[src/rtl/gpio_pkg.sv]
package gpio_pkg;
  localparam int unsigned ADDR_W       = 16;
  localparam int unsigned DATA_W       = 32;
  localparam logic [15:0] STATUS_ADDR  = 16'h0300;
  localparam logic [15:0] MASK_ADDR    = 16'h0380;
  localparam int unsigned PIN_BASE     = 'h4400;
  localparam int unsigned CHUNK_STRIDE = 'h400;
  localparam int unsigned PIN_STRIDE   = 8;

  localparam logic [2:0] TRIG_OFF   = 3'd0;
  localparam logic [2:0] TRIG_FALL  = 3'd1;
  localparam logic [2:0] TRIG_RISE  = 3'd2;
  localparam logic [2:0] TRIG_BOTH  = 3'd3;
  localparam logic [2:0] TRIG_LEVEL = 3'd4;

  typedef struct packed {
    logic [3:0] line;
    logic       pull_up;
    logic       gpio_en;
    logic [2:0] dir;
    logic       tx_val;
    logic [2:0] trig;
    logic       inv;
  } pin_cfg_t;

  function automatic logic [15:0] pin_word_addr(input int unsigned pin,
                                                input int unsigned per_chunk,
                                                input bit          word1);
    int unsigned a;
    a = PIN_BASE + (pin / per_chunk) * CHUNK_STRIDE
      + (pin % per_chunk) * PIN_STRIDE + (word1 ? 4 : 0);
    return a[15:0];
  endfunction
endpackage

[src/rtl/gpio_sync.sv]
module gpio_sync #(
  parameter int unsigned WIDTH = 8
) (
  input  logic             clk_i,
  input  logic             rst_ni,
  input  logic [WIDTH-1:0] d_i,
  output logic [WIDTH-1:0] q_o
);
  logic [WIDTH-1:0] meta_q, sync_q;

  always_ff @(posedge clk_i or negedge rst_ni) begin
    if (!rst_ni) begin
      meta_q <= '0;
      sync_q <= '0;
    end else begin
      meta_q <= d_i;
      sync_q <= meta_q;
    end
  end

  assign q_o = sync_q;
endmodule

[src/rtl/gpio_pin_cell.sv]
module gpio_pin_cell
  import gpio_pkg::*;
#(
  parameter int unsigned LINE_W = 4
) (
  input  logic              clk_i,
  input  logic              rst_ni,
  input  logic              wr0_i,
  input  logic              wr1_i,
  input  pin_cfg_t          wcfg_i,
  input  logic              rx_i,
  output logic [DATA_W-1:0] ctl0_o,
  output logic [DATA_W-1:0] ctl1_o,
  output logic              ev_o,
  output logic [LINE_W-1:0] line_o,
  output logic              pad_out_o,
  output logic              pad_oe_o,
  output logic              pad_pu_o
);
  logic [LINE_W-1:0] line_q;
  logic       pu_q, en_q, tx_q, inv_q, prev_q;
  logic [2:0] dir_q, trig_q;
  logic       rx_en, tx_en, qual, hit;

  always_ff @(posedge clk_i or negedge rst_ni) begin
    if (!rst_ni) begin
      line_q <= '0;
      pu_q   <= 1'b0;
      en_q   <= 1'b0;
      dir_q  <= '0;
      tx_q   <= 1'b0;
      trig_q <= TRIG_OFF;
      inv_q  <= 1'b0;
      prev_q <= 1'b0;
    end else begin
      if (wr0_i) begin
        line_q <= wcfg_i.line[LINE_W-1:0];
        pu_q   <= wcfg_i.pull_up;
        en_q   <= wcfg_i.gpio_en;
        dir_q  <= wcfg_i.dir;
        tx_q   <= wcfg_i.tx_val;
      end
      if (wr1_i) begin
        trig_q <= wcfg_i.trig;
        inv_q  <= wcfg_i.inv;
      end
      prev_q <= qual;
    end
  end

  assign rx_en = en_q && (dir_q == 3'd0 || dir_q == 3'd2);
  assign tx_en = en_q && (dir_q == 3'd0 || dir_q == 3'd1);
  assign qual  = rx_i ^ inv_q;

  always_comb begin
    unique case (trig_q)
      TRIG_FALL:  hit = prev_q & ~qual;
      TRIG_RISE:  hit = ~prev_q & qual;
      TRIG_BOTH:  hit = prev_q ^ qual;
      TRIG_LEVEL: hit = qual;
      default:    hit = 1'b0;
    endcase
  end

  assign ev_o      = rx_en & hit;
  assign line_o    = line_q;
  assign pad_out_o = tx_q;
  assign pad_oe_o  = tx_en;
  assign pad_pu_o  = pu_q;

  always_comb begin
    ctl0_o               = '0;
    ctl0_o[0]            = rx_en & rx_i;
    ctl0_o[1]            = tx_q;
    ctl0_o[10:8]         = dir_q;
    ctl0_o[15]           = en_q;
    ctl0_o[23]           = pu_q;
    ctl0_o[28 +: LINE_W] = line_q;
    ctl1_o               = '0;
    ctl1_o[2:0]          = trig_q;
    ctl1_o[6]            = inv_q;
  end

  AST_OE_GATED: assert property (@(posedge clk_i) disable iff (!rst_ni)
    pad_oe_o |-> (en_q && dir_q[2:1] == 2'b00));
  AST_EDGE_NEEDS_CHANGE: assert property (@(posedge clk_i) disable iff (!rst_ni)
    (ev_o && trig_q != TRIG_LEVEL) |-> (qual != prev_q));
  AST_NO_EVENT_DISABLED: assert property (@(posedge clk_i) disable iff (!rst_ni)
    (!en_q || trig_q == TRIG_OFF) |-> !ev_o);
endmodule

[src/rtl/gpio_irq_agg.sv]
module gpio_irq_agg #(
  parameter int unsigned NUM_PINS  = 30,
  parameter int unsigned NUM_LINES = 16,
  localparam int unsigned LINE_W   = $clog2(NUM_LINES)
) (
  input  logic                             clk_i,
  input  logic                             rst_ni,
  input  logic [NUM_PINS-1:0]              pin_ev_i,
  input  logic [NUM_PINS-1:0][LINE_W-1:0]  pin_line_i,
  input  logic                             st_wr_i,
  input  logic                             mk_wr_i,
  input  logic [NUM_LINES-1:0]             wdata_i,
  output logic [NUM_LINES-1:0]             status_o,
  output logic [NUM_LINES-1:0]             mask_o,
  output logic                             irq_o
);
  logic [NUM_LINES-1:0] status_q, mask_q, line_ev, clr;

  always_comb begin
    line_ev = '0;
    for (int p = 0; p < NUM_PINS; p++)
      if (pin_ev_i[p]) line_ev[pin_line_i[p]] = 1'b1;
  end

  assign clr = st_wr_i ? wdata_i : '0;

  always_ff @(posedge clk_i or negedge rst_ni) begin
    if (!rst_ni) begin
      status_q <= '0;
      mask_q   <= '0;
    end else begin
      status_q <= (status_q & ~clr) | line_ev; // set wins over clear
      if (mk_wr_i) mask_q <= wdata_i;
    end
  end

  assign status_o = status_q;
  assign mask_o   = mask_q;
  assign irq_o    = |(status_q & mask_q);

  AST_SET_WINS: assert property (@(posedge clk_i) disable iff (!rst_ni)
    (line_ev != '0) |=> ((status_q & $past(line_ev)) == $past(line_ev)));
  AST_W1C: assert property (@(posedge clk_i) disable iff (!rst_ni)
    st_wr_i |=> ((status_q & $past(wdata_i & ~line_ev)) == '0));
  AST_NO_STRAY_SET: assert property (@(posedge clk_i) disable iff (!rst_ni)
    1'b1 |=> ((status_q & ~$past(status_q) & ~$past(line_ev)) == '0));
  AST_MASK_GATES: assert property (@(posedge clk_i) disable iff (!rst_ni)
    (mask_q == '0) |-> !irq_o);
endmodule

[src/rtl/gpio_ctrl.sv]
module gpio_ctrl
  import gpio_pkg::*;
#(
  parameter int unsigned NUM_PINS       = 30,
  parameter int unsigned PINS_PER_CHUNK = 15,
  parameter int unsigned NUM_LINES      = 16
) (
  input  logic                clk_i,
  input  logic                rst_ni,
  input  logic                wr_en_i,
  input  logic [ADDR_W-1:0]   addr_i,
  input  logic [DATA_W-1:0]   wdata_i,
  output logic [DATA_W-1:0]   rdata_o,
  input  logic [NUM_PINS-1:0] pad_in_i,
  output logic [NUM_PINS-1:0] pad_out_o,
  output logic [NUM_PINS-1:0] pad_oe_o,
  output logic [NUM_PINS-1:0] pad_pu_o,
  output logic                irq_o
);
  localparam int unsigned LINE_W = $clog2(NUM_LINES);

  logic [NUM_PINS-1:0]             rx_sync, hit0, hit1, pin_ev;
  logic [NUM_PINS-1:0][LINE_W-1:0] pin_line;
  logic [DATA_W-1:0]               ctl0 [NUM_PINS];
  logic [DATA_W-1:0]               ctl1 [NUM_PINS];
  logic [NUM_LINES-1:0]            status, mask;
  logic                            st_hit, mk_hit;
  pin_cfg_t                        wcfg;

  assign st_hit = (addr_i == STATUS_ADDR);
  assign mk_hit = (addr_i == MASK_ADDR);

  always_comb begin
    wcfg.line    = wdata_i[31:28];
    wcfg.pull_up = wdata_i[23];
    wcfg.gpio_en = wdata_i[15];
    wcfg.dir     = wdata_i[10:8];
    wcfg.tx_val  = wdata_i[1];
    wcfg.trig    = wdata_i[2:0];
    wcfg.inv     = wdata_i[6];
  end

  gpio_sync #(.WIDTH(NUM_PINS)) u_sync (
    .clk_i, .rst_ni, .d_i(pad_in_i), .q_o(rx_sync)
  );

  for (genvar p = 0; p < NUM_PINS; p++) begin : g_pin
    localparam logic [ADDR_W-1:0] A0 = pin_word_addr(p, PINS_PER_CHUNK, 1'b0);
    localparam logic [ADDR_W-1:0] A1 = pin_word_addr(p, PINS_PER_CHUNK, 1'b1);
    assign hit0[p] = (addr_i == A0);
    assign hit1[p] = (addr_i == A1);

    gpio_pin_cell #(.LINE_W(LINE_W)) u_cell (
      .clk_i, .rst_ni,
      .wr0_i     (wr_en_i & hit0[p]),
      .wr1_i     (wr_en_i & hit1[p]),
      .wcfg_i    (wcfg),
      .rx_i      (rx_sync[p]),
      .ctl0_o    (ctl0[p]),
      .ctl1_o    (ctl1[p]),
      .ev_o      (pin_ev[p]),
      .line_o    (pin_line[p]),
      .pad_out_o (pad_out_o[p]),
      .pad_oe_o  (pad_oe_o[p]),
      .pad_pu_o  (pad_pu_o[p])
    );
  end

  gpio_irq_agg #(.NUM_PINS(NUM_PINS), .NUM_LINES(NUM_LINES)) u_agg (
    .clk_i, .rst_ni,
    .pin_ev_i   (pin_ev),
    .pin_line_i (pin_line),
    .st_wr_i    (wr_en_i & st_hit),
    .mk_wr_i    (wr_en_i & mk_hit),
    .wdata_i    (wdata_i[NUM_LINES-1:0]),
    .status_o   (status),
    .mask_o     (mask),
    .irq_o      (irq_o)
  );

  always_comb begin
    rdata_o = '0;
    if (st_hit) rdata_o[NUM_LINES-1:0] = status;
    if (mk_hit) rdata_o[NUM_LINES-1:0] = mask;
    for (int p = 0; p < NUM_PINS; p++) begin
      if (hit0[p]) rdata_o = ctl0[p];
      if (hit1[p]) rdata_o = ctl1[p];
    end
  end

  AST_ONE_PIN_DECODE: assert property (@(posedge clk_i) disable iff (!rst_ni)
    $onehot0({hit0, hit1, st_hit, mk_hit}));
  AST_MASK_RESET: assert property (@(posedge clk_i) disable iff (!rst_ni)
    $rose(irq_o) |-> (mask != '0));
endmodule

[config.mk]
export PLATFORM = sky130hd
export DESIGN_NAME = gpio_ctrl
export DESIGN_NICKNAME = d
export VERILOG_FILES = /design/src/rtl/gpio_pkg.sv /design/src/rtl/gpio_sync.sv /design/src/rtl/gpio_pin_cell.sv /design/src/rtl/gpio_irq_agg.sv /design/src/rtl/gpio_ctrl.sv
export SDC_FILE = /design/constraint.sdc
export NUM_CORES = 1
export LEC_CHECK = 0
export BUFFER_PORTS_ARGS = -buffer_cell sky130_fd_sc_hd__buf_2
export CAP_MARGIN = 40
export CORE_ASPECT_RATIO = 1.5
export CORE_UTILIZATION = 52
export CTS_CLUSTER_SIZE = 20
export DETAILED_ROUTE_END_ITERATION = 6
export GPL_TIMING_DRIVEN = 1
export PLACE_DENSITY_LB_ADDON = 0.15
export SYNTH_ARGS = -nofsm -noshare
export SYNTH_HDL_FRONTEND = slang
export SYNTH_SLANG_ARGS = --single-unit
export TNS_END_PERCENT = 100
[constraint.sdc]
create_clock -name clk_i -period 8.1 [get_ports clk_i]
set_clock_uncertainty 0.2 [all_clocks]
set_input_delay 1.215 -clock clk_i [delete_from_list [all_inputs] [get_ports clk_i]]
set_output_delay 1.215 -clock clk_i [all_outputs]
set_load 0.02 [all_outputs]
==> impl_metrics.py, run 1 <==
metrics = {
    "outcome": {
        "status": "stopped before the end",
        "haltStage": "global routing (5_1_grt)",
        "firstError": "[ERROR GRT-0116] Global routing finished with congestion. Check the congestion regions in the DRC Viewer.",
    },
    "die": {
        "fp.dieH_um": 305.3,
        "ios": 204,
        "start_util_pct": 52.90,
        "die_w_um": 204.2,
        "rows": 110,
    },
    "yosys": {
        "synthTopCellsByArea": "dfrtp_1 (43%), mux2_2 (15%), nand2_1 (2.9%)",
        "syn-cell-area_sq_um": 31890,
        "yosysSeqAreaShare_pct": 42.53,
        "synth_edf_count": 0,
        "yosys.area.top_type": "dfrtp_1",
        "avgSynthCellArea_sq_um": 9.999,
        "netlist_instances": 3189,
        "netlist-cell-type-count": 90,
        "synth.top_cell.area_share_pct": 42.53,
        "synth_seq_cells": 542,
        "synth_top_flop_cell": "dfrtp_1",
        "synth-async-reset-ratio_pct": 100.0,
        "yosys_warnings": 0,
    },
    "clock_network": {
        "cts_root_buffer": "clkbuf_16",
        "numCtsBuffers": 51,
        "cts_resized": 0,
        "cts_buffer_depth": 3,
        "clkSinkCount": 542,
        "htreeDepth": 2,
        "holdBufCountCts": 0,
        "post_cts_buffers": 0,
    },
    "placement": {
        "dp.cells": 3991,
        "dpl_cell_area_sq_um": 33100,
        "gp_congestion": 1.233,
        "place_hpwl_mm": 133.0,
        "portBuffers": 181,
    },
    "global_route": {
        "grt-ovfl-total": 4,
        "grt_pass1_wl_mm": 269.9,
        "grt_max_degree": 168,
        "grt_use_total_pct": 62.17,
        "grt_pass1_vias": 34450,
    },
}
-- cell usage after synthesis, types with 24 or more instances --
cell type / count
nor3_1: 118
nand2_1: 245
nor3b_1: 27
dfrtp_1: 542
buf_2: 25
nand3b_1: 39
a211oi_1: 26
a21oi_1: 65
o21ai_0: 54
nand3_1: 103
nor4_1: 39
ha_1: 59
a31oi_1: 24
nand4_1: 42
clkbuf_1: 112
o32ai_1: 30
a221oi_1: 47
a22o_1: 37
a22oi_1: 83
inv_1: 100
nand2b_1: 83
buf_4: 104
o22ai_1: 97
nor2b_1: 45
mux2_2: 436
nor2_1: 239
-- through the flow --
step	hold slack, ns	worst slack, ns
after floorplan	0.1312	3.153
after global placement	0.1317	1.589
after detailed placement	0.1347	1.630
after CTS	0.1466	1.616
-- kinds of logic after synthesis --
logic type / Yosys count / synth area share [%]
simple gates: 1134 / 18.85
compound gates: 617 / 14.16
flops: 542 / 42.53
mux: 443 / 15.62
buf+inv: 362 / 5.658
fa+ha+maj: 59 / 2.315
xor+xnor: 31 / 0.8514
other cells: 1 / 0.01176
-- metal layers --
layer  GRT overflow  track usage, %
met2              2           85.86
met4              2           65.50
met5              0           2.063
met1              0           63.49
met3              0           34.16
==> inputs of run 2 (changes only) <==
- CORE_ASPECT_RATIO: 1.5 -> default
- CORE_UTILIZATION: 52 -> 37
- CTS_CLUSTER_SIZE: 20 -> default
==> impl_metrics.py, run 2 <==
metrics = {
    "yosys": {
        "synthTopCellsByArea": "dfrtp_1 (43%), mux2_2 (15%), nand2_1 (2.9%)",
        "avgSynthCellArea_sq_um": 9.999,
        "synth.most_common_cell": "dfrtp_1",
        "synth_seq_cells": 542,
        "yosys.area.top_type": "dfrtp_1",
        "yosys_warnings": 0,
        "synth.top_cell.area_share_pct": 42.53,
        "syn-cell-area_sq_um": 31890,
        "synth_edf_count": 0,
        "synth_top_flop_cell": "dfrtp_1",
        "netlist_instances": 3189,
        "netlist-cell-type-count": 90,
        "yosys-top-cells-count": "dfrtp_1 (542), mux2_2 (436), nand2_1 (245), nor2_1 (239), nor3_1 (118)",
        "synth-async-reset-ratio_pct": 100.0,
        "yosysSeqAreaShare_pct": 42.53,
    },
    "placement": {
        "place_hpwl_mm": 139.6,
        "gp_congestion": 1.079,
        "dp.cells": 4364,
        "dpl_cell_area_sq_um": 33660,
        "portBuffers": 181,
    },
    "drt": {
        "route.vias.total": 29720,
        "drc_errors": 0,
        "wirelength_mm": 175.0,
        "post_drt_wl_per_cell_um": 39.04,
        "first_pass_iters": 7,
        "antenna_left": 0,
        "vias_per_cell": 6.631,
        "drt_iter0_markers": 3926,
    },
    "clock_network": {
        "worstSkewPairLatency_ns": 0.64,
        "cts_buffer_depth": 3,
        "cts_resized": 0,
        "clkSinkCount": 542,
        "path_clk_slew_ns": 0.06,
        "cts_root_buffer": "clkbuf_16",
        "numCtsBuffers": 61,
        "cts_tree": "done",
        "htreeDepth": 2,
        "post_cts_buffers": 0,
        "holdBufCountCts": 0,
    },
    "pwr": {
        "switching_share_pct": 23.68,
        "p_switching_w": 0.001401,
        "power_density_nw_per_um2": 165.2,
        "p_leak_nw": 16.16,
        "p_seq_share_pct": 46.5,
        "p_int_w": 0.004514,
        "p_comb_share_pct": 4.1,
        "p_total_w": 0.005914,
        "clkPwrFrac_pct": 49.4,
        "peakVddDrop_mv": 0.1522,
    },
    "layout": {
        "drive_above_1_share_pct": 26.32,
        "largest_reg_flops": 120,
        "nNetsFinal": 3425,
        "multi_input_area_sq_um": 16580,
        "fin_area_sq_um": 35800,
        "syn_to_final_growth_pct": 12.28,
        "layout.cells.non_filler": 4482,
        "most-common-layout-cells": "dfrtp_1 (542), mux2_2 (436), nand2_1 (245)",
        "register_area_sq_um": 13560,
        "final.fill_count": 8438,
        "layout_commonest_cell": "dfrtp_1",
    },
    "global_route": {
        "grt_pass1_wl_mm": 238.3,
        "grt_max_degree": 154,
        "grt-ovfl-total": 0,
        "grt_use_total_pct": 39.73,
        "grt_pass1_vias": 28260,
        "antenna_found_initial": 15,
    },
    "worst_setup_path": {
        "path_max_fanout": 19,
        "criticalPathCategory": "input pin to output pin",
        "critPathCaptureType": "output pin",
        "start_kind": "input pin",
        "max_stage_delay_ns": 0.62,
        "path_cells": "buf_2, buf_4, nor4bb_1, nand3_2, nor2_4, a221o_1, a21oi_1, o2111ai_1, a31oi_1, o211ai_1, a21oi_1, o311ai_2, buf_2",
        "slowest_stage": "nand3_2",
        "cp.arrival_ns": 5.60,
        "worst-endpoint-required_ns": 6.68,
    },
    "timing": {
        "max_slew_margin_pct": 27.12,
        "hold_violations": 0,
        "finalCritPeriodShare_pct": 86.55,
        "period_needed_ns": 7.011,
        "rsz0062_at_grt": "no",
        "finalSetupTns_ns": 0,
        "fmax_mhz": 142.6,
        "setup_violations": 0,
        "maxSlewViolCount": 0,
        "tightest_slew_ns": 1.093,
    },
    "outcome": {
        "status": "finished, final reports clean",
    },
    "die": {
        "ios": 204,
        "core_sq_um": 85280,
        "start_util_pct": 37.39,
        "fp.dieH_um": 295.6,
        "die_w_um": 295.6,
        "die-area_sq_um": 87360,
        "rows": 107,
    },
    "job": {
        "maxCapViolCount": 0,
    },
    "min_path": {
        "hp-class": "register to register",
    },
}
==> run 2: cell counts after synthesis <==
Identical to the previous run, type by type.
==> run 2: logic make-up (layout without fill, tap and decap cells) <==
logic type      count (synthesis)  count (layout)  share of synthesized area [%]
buf+inv                       362             499                          5.658
compound gates                617             617                          14.16
simple gates                 1134            1134                          18.85
fa+ha+maj                      59              59                          2.315
flops                         542             542                          42.53
xor+xnor                       31              31                         0.8514
other cells                     1              13                        0.01176
mux                           443             443                          15.62
==> run 2: final timing paths <==
check / from / end / slack [ns] / cells after the start
worst max-delay path: addr_i[3] / rdata_o[1] / 1.09 / 13
worst min-delay path: u_sync.meta_q[2] / u_sync.q_o[2] / 0.14 / 0
worst max register to register: g_pin[10].u_cell.inv_q / u_agg.status_o[15] / 3.41 / 14
worst min register to register: u_sync.meta_q[2] / u_sync.q_o[2] / 0.14 / 0
max in group asynchronous: rst_ni / g_pin[29].u_cell.prev_q / 5.97 / 2
min in group asynchronous: rst_ni / g_pin[1].u_cell.trig_q[1] / 0.34 / 1
==> run 2: power groups by stage <==
stage               sequential, W  combinational [W]  clock [W]
floorplan                 0.00279           0.000102          0
global placement          0.00280           0.000229          0
detailed placement        0.00280           0.000239          0
CTS                       0.00275           0.000240    0.00296
global route              0.00275           0.000262    0.00307
finish                    0.00275           0.000241    0.00292
==> run 2: layout make-up <==
cell class,instances,area share (%)
repair buffers,285,4.812
diodes,2,0.01398
inverters,100,1.048
flip-flops and latches,542,37.88
clock inverters,27,0.8072
multi-input cells,2295,46.31
clock buffers,87,5.130
well taps,1144,3.998
==> run 2: critical path, delay by kind of cell <==
kind / cells / cell delay, ns
compound gates: 7 / 1.98
buf+inv: 3 / 0.95
simple gates: 3 / 1.43
==> run 2: per-layer routing <==
| metal | part of all wire [%] | track usage [%] | wire length [um] |
|---|---|---|---|
| met1 | 41 | 52.53 | 71050 |
| met2 | 44 | 60.68 | 77120 |
| met3 | 8.4 | 7.390 | 14750 |
| met4 | 6.9 | 23.06 | 12030 |
| met5 | 0.028 | 0 | 49 |
==> run 2: stage by stage <==
| stage | hold WS, ns | utilization, % | setup WS, ns |
|---|---|---|---|
| finish | 0.1436 | 41.98 | 1.089 |
| global route | 0.1448 | 41.98 | 1.020 |
| CTS | 0.1437 | 41.97 | 1.272 |
| detailed placement | 0.1347 | 39.47 | 1.292 |
| global placement | 0.1333 | 39.23 | 1.327 |
| floorplan | 0.1312 | - | 3.153 |
No activity file was read; power rests on OpenSTA's default activity.
